### src/rtl/fpcmp_pkg.sv
package fpcmp_pkg;
  localparam int OPW     = 64;
  localparam int SP_EXP  = 8;
  localparam int SP_FRAC = 23;
  localparam int DP_EXP  = 11;
  localparam int DP_FRAC = 52;
  localparam int MAG_W   = OPW - 1;

  typedef enum logic [1:0] {
    FCC_EQ = 2'd0,
    FCC_LT = 2'd1,
    FCC_GT = 2'd2,
    FCC_UN = 2'd3
  } fcc_e;

  typedef struct packed {
    logic             sign;
    logic             nan;
    logic             zero;
    logic [MAG_W-1:0] mag;
  } opnd_t;
endpackage

### src/rtl/fpcmp_unpack.sv
module fpcmp_unpack
  import fpcmp_pkg::*;
#(
  parameter int EXP_W  = 8,
  parameter int FRAC_W = 23
) (
  input  logic [EXP_W+FRAC_W:0] raw,
  output opnd_t                 info
);
  localparam int W = 1 + EXP_W + FRAC_W;

  logic [EXP_W-1:0]  exp_f;
  logic [FRAC_W-1:0] frac_f;

  assign exp_f  = raw[W-2 -: EXP_W];
  assign frac_f = raw[FRAC_W-1:0];

  always_comb begin
    info       = '0;
    info.sign  = raw[W-1];
    info.mag   = MAG_W'(raw[W-2:0]);
    info.nan   = (&exp_f) && (|frac_f);
    info.zero  = ~|raw[W-2:0];
  end
endmodule

### src/rtl/fpcmp_order.sv
module fpcmp_order
  import fpcmp_pkg::*;
(
  input  opnd_t a,
  input  opnd_t b,
  output fcc_e  code
);
  logic mag_lt, mag_eq;

  assign mag_lt = a.mag < b.mag;
  assign mag_eq = a.mag == b.mag;

  always_comb begin
    if (a.nan || b.nan)          code = FCC_UN;
    else if (a.zero && b.zero)   code = FCC_EQ;
    else if (a.sign != b.sign)   code = a.sign ? FCC_LT : FCC_GT;
    else if (mag_eq)             code = FCC_EQ;
    else if (mag_lt ^ a.sign)    code = FCC_LT;
    else                         code = FCC_GT;
  end
endmodule

### src/rtl/fp_cmp_unit.sv
module fp_cmp_unit
  import fpcmp_pkg::*;
(
  input  logic           clk,
  input  logic           rst,
  input  logic           start_i,
  input  logic           dbl_i,
  input  logic [OPW-1:0] opa_i,
  input  logic [OPW-1:0] opb_i,
  input  logic           nv_trap_en_i,
  input  logic           nv_accr_i,
  output logic [1:0]     fcc_o,
  output logic           nv_accr_o,
  output logic           exc_req_o,
  output logic           done_o
);
  localparam int SP_W = 1 + SP_EXP + SP_FRAC;
  localparam int DP_W = 1 + DP_EXP + DP_FRAC;

  logic [OPW-1:0] ops [2];
  opnd_t sp_info [2];
  opnd_t dp_info [2];
  opnd_t sel_info [2];
  fcc_e  code;
  logic  unord;

  assign ops[0] = opa_i;
  assign ops[1] = opb_i;

  for (genvar i = 0; i < 2; i++) begin : g_opnd
    fpcmp_unpack #(.EXP_W(SP_EXP), .FRAC_W(SP_FRAC)) u_sp (
      .raw  (ops[i][SP_W-1:0]),
      .info (sp_info[i])
    );
    fpcmp_unpack #(.EXP_W(DP_EXP), .FRAC_W(DP_FRAC)) u_dp (
      .raw  (ops[i][DP_W-1:0]),
      .info (dp_info[i])
    );
    assign sel_info[i] = dbl_i ? dp_info[i] : sp_info[i];
  end

  fpcmp_order u_order (
    .a    (sel_info[0]),
    .b    (sel_info[1]),
    .code (code)
  );

  assign unord = (code == FCC_UN);

  always_ff @(posedge clk) begin
    if (rst) begin
      fcc_o     <= 2'd0;
      nv_accr_o <= 1'b0;
      exc_req_o <= 1'b0;
      done_o    <= 1'b0;
    end else begin
      done_o    <= start_i;
      exc_req_o <= start_i && unord && nv_trap_en_i;
      if (start_i) begin
        fcc_o     <= code;
        nv_accr_o <= nv_accr_i | (unord & ~nv_trap_en_i);
      end
    end
  end
endmodule

### config.mk
export PLATFORM = sky130hd
export DESIGN_NAME = fp_cmp_unit
export DESIGN_NICKNAME = d
export VERILOG_FILES = /design/src/rtl/fpcmp_pkg.sv /design/src/rtl/fpcmp_unpack.sv /design/src/rtl/fpcmp_order.sv /design/src/rtl/fp_cmp_unit.sv
export SDC_FILE = /design/constraint.sdc
export NUM_CORES = 1
export LEC_CHECK = 0
export ABC_AREA = 1
export BUFFER_PORTS_ARGS = -buffer_cell sky130_fd_sc_hd__buf_2
export CAP_MARGIN = 0
export CORE_MARGIN = 5
export CORE_UTILIZATION = 53
export CTS_CLUSTER_DIAMETER = 60
export DETAILED_ROUTE_END_ITERATION = 10
export PLACE_DENSITY = 0.81
export SYNTH_ARGS = -nofsm -noshare
export SYNTH_HDL_FRONTEND = slang
export SYNTH_HIERARCHICAL = 1
export SYNTH_SLANG_ARGS = --single-unit
### constraint.sdc
create_clock -name clk -period 2.2 [get_ports clk]
set_input_delay 0.11 -clock clk [delete_from_list [all_inputs] [get_ports clk]]
set_output_delay 0.11 -clock clk [all_outputs]
set_load 0.005 [all_outputs]
* Yosys cells after proc, flatten, opt, wreduce, memory -nomap -nowiden *
Cells that the tools add are included.

storage, ports and cells
  register bits after elaboration = 5
  logic and storage cells = 44
  input port bits = 134

operators by class
  multiplexer cells = 8
  bitwise logic cells = 4
  equality and inequality tests = 3
  $lt $le $gt $ge = 1
  reductions and logical operators = 24

operator list
  operator              count
  $mux W66              2
  $reduce_or A63 Y1     2
  $reduce_or A52 Y1     2
  $eq A63 B63 Y1        1
  $lt A63 B63 Y1        1
  $reduce_or A31 Y1     2
  $reduce_or A23 Y1     2
  $reduce_and A11 Y1    2
  $reduce_and A8 Y1     2
  $mux W2               6
  $logic_and A1 B1 Y1   7
  $logic_not A1 Y1      4
  $eq A2 B2 Y1 const B  1
  $and A1 B1 Y1         1
  $logic_or A1 B1 Y1    1
  $ne A1 B1 Y1          1
  $not A1 Y1            1
  $or A1 B1 Y1          1
  $xor A1 B1 Y1         1

* Depth between registers and ports, before layout *
Gate-level depths: netlist of run 1.

  depth in word-level cells = 13
  gate-level depth with buffers = 24

* By module *
Netlist of run 1, hierarchy kept.

by module, submodules not included
  module                             area each (um2)  instances  cells each
  fp_cmp_unit                        1968.1           1          447
  fpcmp_order                        1863.0           1          319
  fpcmp_unpack (g_opnd[0].u_dp ...)  744.5            2          128
  fpcmp_unpack (g_opnd[0].u_sp ...)  641.9            2          102

* Worst setup path after synthesis of run 1 *
OpenSTA, ideal clock, no wires.

  path type = input to register
  from = input dbl_i
  to = register fcc_o[1]
  stages = 23
  arrival time = 1977 ps
  setup time = 116 ps
  slack = 107 ps
  cells stage by stage = buf_2 > buf_2 > nand2_1 > o21ai_0 > inv_1 > ha_1 > nand2_1 > nor2_2 > inv_2 > nor2_4 > nand2_4 > nor2_4 > nand2_2 > nand2_2 > nor2_2 > nand2_2 > nand2_1 > nand3_1 > nand2_1 > nand2_1 > nand2_1 > nor2_1 > nor2_1

RTL lines
  item                  RTL line           source
  start, declared       fp_cmp_unit.sv:7   input logic dbl_i,
  end signal, assigned  fp_cmp_unit.sv:60  fcc_o <= code;
  end, declared         fp_cmp_unit.sv:12  output logic [1:0] fcc_o,

* Final worst setup path of run 1 *
  from = input dbl_i
  to = register fcc_o[0]

on the way
  longest elaborated chain between the ends = 8
  elaborated cells on any way between the ends = 14

RTL lines
  item               RTL line           source
  $mux W66           fp_cmp_unit.sv:39  assign sel_info[i] = dbl_i ? dp_info[i] : sp_info[i];
  $lt A63 B63 Y1     fpcmp_order.sv:10  assign mag_lt = a.mag < b.mag;
  $xor A1 B1 Y1      fpcmp_order.sv:18  else if (mag_lt ^ a.sign) code = FCC_LT;
  $mux W2            fpcmp_order.sv:18
  $mux W2            fpcmp_order.sv:17  else if (mag_eq) code = FCC_EQ;
  $mux W2            fpcmp_order.sv:16  else if (a.sign != b.sign) code = a.sign ? FCC_LT : FCC_GT;
  $mux W2            fpcmp_order.sv:15  else if (a.zero && b.zero) code = FCC_EQ;
  $mux W2 *          fpcmp_order.sv:14  if (a.nan || b.nan) code = FCC_UN;
  named net code[0]  fp_cmp_unit.sv:24  fcc_e code;

Mark *: on every way through the listed nets, which the timed path passes. The rest lies on a longest branch.
A chain may end at the register's enable or synchronous reset.

==> results.yml, run 1 <==
status:
  status: "finished clean"
pwr:
  design_power_total_mw: 1.719
  p_leak_nw: 3.758
  largest_vdd_supply_drop_mv: 0.2318
  p_per_area_nw_per_um2: 249.4
worst_setup_path:
  crit_start: "dbl_i"
  worstPathMaxFanout: 8
  reg2reg_setup_slack_ns: 1.53
  critical_path_arrival_ns: 2.24
  regToRegStartpoint: "fcc_o[1]$_SDFFE_PP0P_"
  rr_endpoint: "fcc_o[1]$_SDFFE_PP0P_"
  reg2reg_depth: 2
  critical_path.endpoint_type: "flop"
  worstPathRequired_ns: 2.32
  worst-setup-path-type: "input pin to flop"
  startpoint_type: "input pin"
synthesis:
  synth_enable_flop_cells: 0
  synth_top_cells_by_count: "nand2_1, buf_4, inv_1, o21ai_0, nor2_1"
  yosys.cell_count.top_type: "nand2_1"
  ys_seq_area_frac: 0.01516
  postSynth.asyncResetShare: 0
  yosys_register_bits: 5
  synthesis.yosys.warnings: 6
  yosys_most_used_dff: "dfxtp_1"
  synth_top_area_frac: 0.2910
  synth_area_leader_cell: "buf_4"
  synth.distinct_cells: 25
  syn-instance-count: 1226
  netlist_area_um2: 6604
  netlist_top_cells_area: "buf_4, nand2_1, inv_1, ha_1, o21ai_0"
  synth_area_per_cell_um2: 5.386
floorplan:
  floorplan.initialDensity: 0.5452
  row_count: 40
  io_pins: 139
  die_height_um: 121.6
  floorplan.core_area_um2: 12110
  die_footprint_um2: 14790
  dieWidth_um: 121.6
grt:
  residual_overflow_from_global_routing: 0
  first_global_vias: 5181
  grt_pass1_wl_um: 21320
  number_of_antenna_violations_at_the_first_check_in_global_routing: 0
  globalRouteTotalUtil: 0.1691
  grt_max_degree: 61
placement:
  place.gp.congestion: 0.8575
  port_buffers: 138
  dpl.cell_count: 1337
  hpwl_um: 11570
timing:
  final_max_slew_violation_count: 0
  setup_viol: 0
  grt_setup_unrepaired: "true"
  hold-worst-slack_ns: 0.1314
  clock-skew-final_ns: 0
  hold_viol: 0
  timing.final.crit_period_ns: 2.126
  maxClockFrequency_ghz: 0.4704
  final_min_period_over_clock_period: 0.9663
  tns_ns: 0
clock_tree:
  h_tree_lvls: 1
  cts.sink_count: 5
  clock_path_buffers: 2
  numCtsBuffers: 3
  clock_latency_ns: 0.23
  clk_pin_slew_worst_paths_ns: 0.03
  cts-root-buf: "clkbuf_16"
  cts_tree: "built"
flow_run:
  max_cap_violations: 0
cells_and_area:
  layout-drive-gt1-share: 0.2387
  num-nets-final: 1396
  layoutNonFillerInstCount: 1366
  area.growth.synth_to_final_pct: 4.358
  final_core_util: 0.5690
  n_antenna_cell: 0
route:
  vias_per_cell: 4.575
  antenna_violating_nets_post_route: 0
  wl_per_cell_um: 11.52
  drc_violation_count_after_routing: 0
  initialDrtViolationCount: 313
  route.vias.total: 6249
  drt_wl_total_um: 15740
  drt_first_pass_iters: 5
hold_path:
  timing.hold.worst_path_depth: 3
  hold_path.startpoint: "nv_accr_i"
  hold_class: "input pin to flop"
  worstHoldEndpoint: "nv_accr_o$_SDFFE_PP0P_"
==> worst max-delay path by stage <==
| stage | to | slack (ns) | depth (start not counted) |
|---|---|---|---|
| 3_5_place_dp | nv_accr_o$_SDFFE_PP0P_ | -0.19 | 21 |
| 4_1_cts | nv_accr_o$_SDFFE_PP0P_ | 0.02 | 21 |
| 3_3_place_gp | fcc_o[0]$_SDFFE_PP0P_ | -0.15 | 19 |
| 6_report | fcc_o[0]$_SDFFE_PP0P_ | 0.07 | 20 |
| 5_1_grt | fcc_o[1]$_SDFFE_PP0P_ | -0.05 | 20 |
| 2_1_floorplan | fcc_o[1]$_SDFFE_PP0P_ | 0.11 | 23 |
==> sequential cells by signal, indices dropped and copies added, names as in the netlist <==
name       count
done_o         1
exc_req_o      1
fcc_o          2
nv_accr_o      1
==> repair_timing <==
| item | 4_1_cts | 5_1_grt |
|---|---|---|
| buffers inserted | 0 | 7 |
| hold buffers | 0 | 0 |
| setup endpoints to repair | 0 | 4 |
| resized for setup | 0 | 142 |
==> stage by stage <==
step	instance area [um2]	worst slack [ns]
final	6892	0.07423
after detailed placement	5924	-0.1926
after floorplan	6837	0.1069
after global routing	6892	-0.04706
after CTS	6003	0.02471
after global placement	5924	-0.1477
==> power by group <==
part	internal (mW)	switching [mW]	leakage (nW)
Clock	0.241	0.0677	0.0382
Combinational	0.592	0.717	3.68
Sequential	0.0981	0.00301	0.0414
==> cell usage in the layout, fill, tap and decap left out, types with 18 or more instances in the layout <==
cell type	synthesis	routed
o21ai_2	0	21
o21ai_1	3	27
nand2_1	277	263
a21oi_1	25	18
conb_1	2	64
buf_4	256	24
buf_2	29	137
ha_1	63	49
o21ai_0	136	91
nor2_1	130	122
inv_1	230	228
==> logic make-up (layout without fill, tap and decap cells) <==
kind of cell	Yosys count	count (layout)	synth area share
adders and majority gates	63	63	0.1194
other	2	64	0.001137
AOI/OAI and AO/OA	167	167	0.1277
buffers and inverters	519	429	0.4460
DFF	5	5	0.01516
and+or+nand+nor	470	470	0.2906
==> critical path: stages <==
cell and delay, ns:
clkbuf_16 0.16, clkbuf_16 0.17, o21ai_2 0.13, inv_1 0.06
ha_1 0.31, nand2_1 0.08, inv_1 0.07, nand3_1 0.09
nor2_2 0.13, nand2_1 0.10, nor3_2 0.18, nand3_1 0.13
nand2_1 0.09, inv_1 0.04, nand3_1 0.07, nand2_1 0.05
nand2_1 0.06, nand2_2 0.07, nor2_2 0.09, nor2_1 0.04
==> routing by layer <==
metal	track usage	share of wire	wire length, um
met4	0.02731	0.013	199
met1	0.2086	0.43	6745
met5	0	0	0
met3	0.01346	0.046	727
met2	0.3226	0.51	8069
==> cell type report <==
type,instances,area (um2)
fill,1250,5220
tap,168,210.2
timing repair buffer,191,1460
inverter,234,878.3
sequential,5,100.1
clock buffer,4,78.83
multi-input combinational,764,4164
Note: power is estimated with default switching activity, not from simulation.
==> inputs of run 2 (changes only) <==
Settings changed: CORE_UTILIZATION 53 to 30, PLACE_DENSITY 0.81 to 0.51.
==> results.yml, run 2 (synthesized netlist as in run 1, its figures left out) <==
timing:
  final_max_slew_violation_count: 0
  grt_setup_unrepaired: "true"
  timing.final.crit_period_ns: 2.094
  clock-skew-final_ns: 0
  hold_viol: 0
  final.setup.worst_slack_ns: 0.1058
  maxClockFrequency_ghz: 0.4775
  hold-worst-slack_ns: 0.1509
  setup_viol: 0
  final_min_period_over_clock_period: 0.9519
cells_and_area:
  most_common_cell_after_layout_fill_and_taps_aside: "nand2_1"
  final_cell_mix: "nand2_1, inv_1, buf_2"
  n_antenna_cell: 0
  area.growth.synth_to_final_pct: 6.290
  layout-drive-gt1-share: 0.2396
  max_ffs_per_register: 2
  num-nets-final: 1400
  layoutNonFillerInstCount: 1482
  max_flop_register: "fcc_o"
worst_setup_path:
  worstPathMaxFanout: 8
  regToRegStartpoint: "nv_accr_o$_SDFFE_PP0P_"
  reg2reg_setup_slack_ns: 1.53
  critical_path_arrival_ns: 2.20
  startpoint_type: "input pin"
  critical_path.endpoint_type: "flop"
  worstPathRequired_ns: 2.31
  worst-setup-path-type: "input pin to flop"
  reg2reg_depth: 2
  rr_endpoint: "nv_accr_o$_SDFFE_PP0P_"
route:
  initialDrtViolationCount: 209
  wl_per_cell_um: 11.60
  drc_violation_count_after_routing: 0
  route.vias.total: 5916
  antenna_violating_nets_post_route: 0
  drt_wl_total_um: 17190
  drt_first_pass_iters: 4
  vias_per_cell: 3.992
clock_tree:
  cts-hold-fix-buffers: 0
  cts-root-buf: "clkbuf_16"
  numCtsBuffers: 3
  clk_pin_slew_worst_paths_ns: 0.03
  clock_latency_ns: 0.22
  cts.sink_count: 5
  cts_tree: "built"
  h_tree_lvls: 1
  clock_path_buffers: 2
pwr:
  share_clk_of_total_power: 0.175
  design_power_total_mw: 1.678
  p_per_area_nw_per_um2: 239.0
  p_leak_nw: 3.782
  power.share.combinational: 0.764
  power.sequential.fraction: 0.060
  largest_vdd_supply_drop_mv: 0.1422
  switching_power_mw: 0.7601
  cell_internal_pwr_mw: 0.9178
  power_switching_share: 0.4530
grt:
  grt_max_degree: 50
  grt_util_met1: 0.1608
  first_global_vias: 5237
  residual_overflow_from_global_routing: 0
  use_met3: 0.01386
  grt_use_met2: 0.2087
  top_usage_layer: "met2"
  number_of_antenna_violations_at_the_first_check_in_global_routing: 2
  globalRouteTotalUtil: 0.1188
  grt_pass1_wl_um: 24460
placement:
  pre_cts_ws_ns: -0.3757
  place.gp.congestion: 0.8270
  port_buffers: 138
  hpwl_um: 13700
  dpl.cell_count: 1454
hold_path:
  hold_path.startpoint: "nv_accr_i"
  worstHoldEndpoint: "nv_accr_o$_SDFFE_PP0P_"
  hold_class: "input pin to flop"
  timing.hold.worst_path_depth: 3
floorplan:
  row_count: 54
  floorplan.core_area_um2: 21760
  io_pins: 139
  dieWidth_um: 158.4
  die_footprint_um2: 25080
  die_height_um: 158.4
  floorplan.initialDensity: 0.3035
status:
  status: "finished clean"
flow_run:
  max_cap_violations: 0
==> run 2: cell count changes in the layout (fill, tap and decap cells not counted), moves of 3 or more <==
cell / delta
nand2_4: +3
ha_4: -3
o21ai_1: +5
nand2_2: +5
nand2_1: -8
buf_4: +8
ha_1: +4
o21ai_2: -4
buf_8: -4
==> run 2: worst max path at each step <==
stage | slack [ns] | from | cells past startpoint | end
detailed placement | -0.38 | dbl_i | 19 | nv_accr_o$_SDFFE_PP0P_
global placement | -0.34 | dbl_i | 19 | nv_accr_o$_SDFFE_PP0P_
global route | -0.12 | dbl_i | 21 | nv_accr_o$_SDFFE_PP0P_
finish | 0.11 | dbl_i | 21 | nv_accr_o$_SDFFE_PP0P_
CTS | 0.003 | dbl_i | 21 | fcc_o[1]$_SDFFE_PP0P_
floorplan | 0.11 | dbl_i | 23 | fcc_o[1]$_SDFFE_PP0P_
==> run 2: final cells by class <==
class                           count  area [um2]
Fill cell                        2511       14740
Multi-Input combinational cell    764        4141
Timing Repair Buffer              195        1470
Inverter                          234       878.3
Tap cell                          280       350.3
Sequential cell                     5       100.1
Clock buffer                        4       78.83
==> run 2: repair_timing <==
action,CTS,global route
gates resized for setup,14,121
setup endpoints to repair,4,4
pin swaps,10,54
buffers inserted,1,8
gates cloned,1,14
==> run 2: per-stage QoR <==
stage / setup TNS [ns] / util / area, um2
2_1_floorplan: 0 / - / 6837
5_1_grt: -0.3833 / 0.3226 / 7019
6_report: 0 / 0.3226 / 7019
4_1_cts: 0 / 0.2888 / 6284
3_3_place_gp: -1.304 / 0.2816 / 6127
3_5_place_dp: -1.373 / 0.2816 / 6127
==> run 2: power by group through the flow <==
| stage | clock network (mW) | logic, mW | registers, mW |
|---|---|---|---|
| after floorplan | 0 | 0.971 | 0.103 |
| final | 0.294 | 1.28 | 0.101 |
| after detailed placement | 0 | 1.04 | 0.103 |
| after global placement | 0 | 1.03 | 0.103 |
| after CTS | 0.296 | 1.07 | 0.102 |
| after global routing | 0.305 | 1.48 | 0.102 |
==> run 2: layer usage <==
metal	up-vias	part of all wire
met5	-	0.0015
met4	4	0.011
met3	14	0.059
met2	120	0.46
met1	2426	0.47
li1	3352	-
==> run 2: worst max-delay path: stages <==
cell and delay, ns:
clkbuf_16 0.17, buf_12 0.15, buf_12 0.13, nand2_4 0.05, o21ai_2 0.06, ha_1 0.28
nand2_2 0.07, nor2_4 0.12, nand2_2 0.08, nor3_4 0.22, nand2_1 0.07, nand2_1 0.08
nand2_2 0.07, nand2_2 0.07, nand2_1 0.05, nand3_1 0.09, nand2_1 0.05, nand2_1 0.06
nand2_2 0.07, nand3_2 0.08, a21oi_2 0.05
